File: config.mk
export PLATFORM = sky130hd
export DESIGN_NAME = stat_snap_regs
export DESIGN_NICKNAME = d
export VERILOG_FILES = /design/src/rtl/mon_pkg.sv /design/src/rtl/evt_counter.sv /design/src/rtl/snap_latch.sv /design/src/rtl/reg_readout.sv /design/src/rtl/stat_snap_regs.sv
export SDC_FILE = /design/constraint.sdc
export NUM_CORES = 1
export LEC_CHECK = 0
export ABC_AREA = 0
export BUFFER_PORTS_ARGS = -buffer_cell sky130_fd_sc_hd__buf_2
export CAP_MARGIN = 10
export CORE_UTILIZATION = 45
export CTS_BUF_LIST = sky130_fd_sc_hd__clkbuf_4 sky130_fd_sc_hd__clkbuf_8
export DETAILED_ROUTE_END_ITERATION = 8
export SYNTH_ARGS = -nofsm -noshare
export SYNTH_HDL_FRONTEND = slang
export SYNTH_HIERARCHICAL = 1
export SYNTH_SLANG_ARGS = --single-unit
export TNS_END_PERCENT = 100
File: constraint.sdc
create_clock -name clk -period 2 [get_ports clk]
set_clock_uncertainty 0.05 [all_clocks]
set_input_delay 0.4 -clock clk [delete_from_list [all_inputs] [get_ports clk]]
set_output_delay 0.4 -clock clk [all_outputs]
set_load 0.01 [all_outputs]
File: src/rtl/mon_pkg.sv
package mon_pkg;

    localparam int ADDR_W      = 8;
    localparam int DATA_W      = 8;
    localparam int MAP_CNT_W   = 32;
    localparam int CNT_BYTES   = MAP_CNT_W / DATA_W;
    localparam int N_CNT       = 2;

    localparam logic [ADDR_W-1:0] A_STAT     = 8'd0;
    localparam logic [ADDR_W-1:0] A_FWD_BASE = 8'd1;
    localparam logic [ADDR_W-1:0] A_RCV_BASE = 8'd5;
    localparam logic [ADDR_W-1:0] A_LAST     = A_RCV_BASE + ADDR_W'(CNT_BYTES - 1);

    typedef enum logic [0:0] {
        CNT_FWD = 1'b0,
        CNT_RCV = 1'b1
    } cnt_sel_e;

    typedef struct packed {
        logic [1:0] rx_high;
        logic [1:0] tx_empty;
        logic [2:0] link_up;
    } stat_t;

    typedef struct packed {
        stat_t                stat;
        logic [MAP_CNT_W-1:0] fwd;
        logic [MAP_CNT_W-1:0] rcv;
    } snap_t;

    function automatic logic [DATA_W-1:0] pick_byte(
        input logic [MAP_CNT_W-1:0] word,
        input logic [ADDR_W-1:0]    idx
    );
        logic [DATA_W-1:0] b;
        b = '0;
        for (int i = 0; i < CNT_BYTES; i++) begin
            if (idx == ADDR_W'(i)) b = word[i*DATA_W +: DATA_W];
        end
        return b;
    endfunction

    function automatic logic [DATA_W-1:0] stat_byte(input stat_t s);
        return {1'b0, s};
    endfunction

endpackage

File: src/rtl/evt_counter.sv
module evt_counter #(
    parameter int W = 32
) (
    input  logic         clk,
    input  logic         rst,
    input  logic         inc,
    output logic [W-1:0] cnt
);
    always_ff @(posedge clk) begin
        if (rst)      cnt <= '0;
        else if (inc) cnt <= cnt + W'(1);
    end
endmodule

File: src/rtl/snap_latch.sv
module snap_latch
    import mon_pkg::*;
(
    input  logic  clk,
    input  logic  rst,
    input  logic  cap,
    input  snap_t live,
    output snap_t held
);
    always_ff @(posedge clk) begin
        if (rst)      held <= '0;
        else if (cap) held <= live;
    end
endmodule

File: src/rtl/reg_readout.sv
module reg_readout
    import mon_pkg::*;
(
    input  logic              clk,
    input  logic              rst,
    input  logic              rd_stb,
    input  logic [ADDR_W-1:0] rd_addr,
    input  stat_t             live_stat,
    input  snap_t             held,
    output logic [DATA_W-1:0] rd_data
);
    logic [DATA_W-1:0] nxt;

    always_comb begin
        nxt = '0;
        if (rd_addr == A_STAT) begin
            nxt = stat_byte(live_stat);
        end else if (rd_addr >= A_FWD_BASE && rd_addr < A_RCV_BASE) begin
            nxt = pick_byte(held.fwd, rd_addr - A_FWD_BASE);
        end else if (rd_addr >= A_RCV_BASE && rd_addr <= A_LAST) begin
            nxt = pick_byte(held.rcv, rd_addr - A_RCV_BASE);
        end
    end

    always_ff @(posedge clk) begin
        if (rst)         rd_data <= '0;
        else if (rd_stb) rd_data <= nxt;
    end
endmodule

File: src/rtl/stat_snap_regs.sv
module stat_snap_regs
    import mon_pkg::*;
#(
    parameter int CNT_W = 32
) (
    input  logic       clk,
    input  logic       rst,
    input  logic       rd_stb,
    input  logic [7:0] rd_addr,
    output logic [7:0] rd_data,
    input  logic [2:0] link_up,
    input  logic [1:0] tx_empty,
    input  logic [1:0] rx_high,
    input  logic       fwd_inc,
    input  logic       rcv_inc
);
    localparam int EXT_W = MAP_CNT_W - CNT_W;

    logic [N_CNT-1:0]       inc_vec;
    logic [CNT_W-1:0]       cnt_arr [N_CNT];
    logic [MAP_CNT_W-1:0]   fwd_live;
    logic [MAP_CNT_W-1:0]   rcv_live;
    stat_t                  live_stat;
    snap_t                  live_snap;
    snap_t                  snap_q;
    logic                   cap;

    assign inc_vec[CNT_FWD] = fwd_inc;
    assign inc_vec[CNT_RCV] = rcv_inc;

    for (genvar g = 0; g < N_CNT; g++) begin : g_cnt
        evt_counter #(.W(CNT_W)) cnt_i (
            .clk (clk),
            .rst (rst),
            .inc (inc_vec[g]),
            .cnt (cnt_arr[g])
        );
    end

    if (EXT_W > 0) begin : g_ext
        assign fwd_live = {{EXT_W{1'b0}}, cnt_arr[CNT_FWD]};
        assign rcv_live = {{EXT_W{1'b0}}, cnt_arr[CNT_RCV]};
    end else begin : g_full
        assign fwd_live = cnt_arr[CNT_FWD];
        assign rcv_live = cnt_arr[CNT_RCV];
    end

    assign live_stat.link_up  = link_up;
    assign live_stat.tx_empty = tx_empty;
    assign live_stat.rx_high  = rx_high;

    assign live_snap.stat = live_stat;
    assign live_snap.fwd  = fwd_live;
    assign live_snap.rcv  = rcv_live;

    assign cap = rd_stb && (rd_addr == A_STAT);

    snap_latch snap_i (
        .clk  (clk),
        .rst  (rst),
        .cap  (cap),
        .live (live_snap),
        .held (snap_q)
    );

    reg_readout rd_i (
        .clk       (clk),
        .rst       (rst),
        .rd_stb    (rd_stb),
        .rd_addr   (rd_addr),
        .live_stat (live_stat),
        .held      (snap_q),
        .rd_data   (rd_data)
    );
endmodule

==> run metrics <==
Syn Area/Cell=9.004 um^2; drt drc=0; Vias=5,428; global-route wire length before repair=roughly 25,000 um; buffers plus inverters on the worst setup path=1; clk buf depth=2; final hold vios=0; vias in the first global route=5,120; PD cells=approximately 760 nW/um^2; CP Launch Type=register; Routed Antenna Nets=0; Diodes inserted=0; num rows=43; DRT iter0 DRCs=333; final-report max-slew violation count=0; gr usage total=21.81%; min-delay worst type=in -> reg; die area=15,070 um^2; CTS Buf Count=17; CTS Sinks=136; H-tree lvl count=4; Crit Path Class=reg -> reg; routed length per instance=15.85 um; Avg Vias per Cell=roughly 5.5; GRT overflow=0; Tot Pwr=5.816 mW; Leak=2.749 nW; crit-path cells=nand4_2 -> buf_4 -> or2_2 -> nor4_1 -> mux2_2; Fill cells=1,261; Area Growth Syn to Fin=17.27%; max_cap viols=0; port bufs=27; Worst slew margin=57.23%; Cells after Synth=about 730; DR pass1 iterations=5; Required @ worst endpoint=roughly 2.3 ns; Synth Warn #=6; net count after synthesis=751; Clock Latency Late Sink=0.45 ns; root buffer cell=clkbuf_8; endpoints failing setup=0; Slew @ Worst Pin=0.6416 ns; Final Critical Period=1.918 ns; initial core utilization=between 40 and 50%; RSZ-0062 raised after global routing=true; largest net degree at the start of global routing=between 60 and 70; worst vdd ir=about 0.81 mV; routability cong.=between 0.8 and 0.9; Ports=28; Total Nets Final=811; critical path arrival=around 2.2 ns; CP max FO=13; setup TNS=0 ns; period utilisation layout=95.92%; hpwl dp=approximately 11,000 um; Clk pin slew, worst setup/hold paths=0.08 ns; die height=122.8 um; Setup Buffers After CTS=0; CP Capture Type=register; slowest stage delay, CP=0.39 ns; DRT Wirelength=15,560 um; Mapped Area=6564 um^2; CTS tree=yes; outcome=finished, final reports clean; layout cell share with drive strength beyond 1=20.82%; Slowest-stage cell, CP=or2_2; core area=about 14,000 um^2; initial antenna violation count=1; Max Fclk=521.3 MHz; Die Wd=about 120 um; Top delay family on crit path=simple AND/OR/NAND/NOR gates
power breakdown:
group          switching (mW)  internal (mW)  leakage (nW)  total [mW]
logic                   0.154         0.0917          1.40       0.245
clock network            1.07           1.78         0.249        2.85
registers              0.0104           2.71          1.10        2.73
total                    1.23           4.58          2.75        5.82
worst paths after layout:
kind / cells past startpoint / end / slack [ns] / from
worst max register to register: 5 / g_cnt[1].cnt_i/cnt[19]$_SDFFE_PP0P_ / 0.08 / g_cnt[1].cnt_i/cnt[11]$_SDFFE_PP0P_
worst max-delay path: 5 / g_cnt[1].cnt_i/cnt[19]$_SDFFE_PP0P_ / 0.08 / g_cnt[1].cnt_i/cnt[11]$_SDFFE_PP0P_
worst min register to register: 1 / rd_i/rd_data[6]$_SDFFE_PP0P_ / 0.44 / rd_i/rd_data[6]$_SDFFE_PP0P_
worst min-delay path: 4 / g_cnt[0].cnt_i/cnt[1]$_SDFFE_PP0P_ / 0.34 / fwd_inc
worst register-to-register path, stage by stage (launching register included):
cell	delay [ns]
dfxtp_1	0.36
nand4_2	0.15
buf_4	0.17
or2_2	0.39
nor4_1	0.34
mux2_2	0.37
cells in the final DEF (no fill, tap or decap), types with 18 or more instances in the layout:
cell type,instances
clkbuf_8,18
dfxtp_1,133
mux2_2,19
nand3_1,20
mux2i_1,74
xor2_1,18
nor2_1,124
nor2b_1,21
a21oi_1,32
buf_4,63
nand4_1,20
nand2_1,32
nor3_1,26
inv_1,21
buf_2,26
through the flow:
| stage | area, um^2 | utilization (%) | setup WS, ns | hold WS [ns] | cells |
|---|---|---|---|---|---|
| CTS | 7675 | 54.66 | 0.03359 | 0.3109 | 982 |
| global route | 7697 | 54.82 | -0.01382 | 0.3464 | 982 |
| detailed placement | 7171 | 51.06 | -0.3491 | 0.4245 | 950 |
| global placement | 7171 | 51.06 | -0.3036 | 0.4242 | 950 |
| floorplan | 6564 | - | 0.01312 | 0.4044 | 729 |
| finish | 7697 | 54.82 | 0.08158 | 0.3389 | 982 |
what timing repair did:
| item | 4_1_cts | 5_1_grt |
|---|---|---|
| hold buffers | 0 | 0 |
| endpoints found under the setup margin | 0 | 8 |
| resized for setup | 0 | 6 |
layer usage:
metal	vias up	part of all wire [%]	track usage (%)
li1	2705	-	-
met1	2616	46	27.23
met2	86	50	36.87
met3	19	3.4	5.019
met4	2	1.3	7.165
met5	-	0.071	0
area by class of cell:
| cell class | count | area [um^2] | area share, % |
|---|---|---|---|
| multi-input cells | 520 | 3480 | 45.20 |
| well taps | 180 | 225.2 | 2.926 |
| repair buffers | 93 | 683.2 | 8.875 |
| flip-flops and latches | 136 | 2726 | 35.42 |
| inverters | 21 | 78.83 | 1.024 |
| clock inverters | 13 | 249.0 | 3.235 |
| clock buffers | 19 | 255.2 | 3.316 |
state kept, by name, indices dropped and copies added, names as in the netlist:
signal,count
g_cnt.cnt_i/cnt,64
snap_i/held,64
rd_i/rd_data,8
No activity file was read; power rests on OpenSTA's default activity.
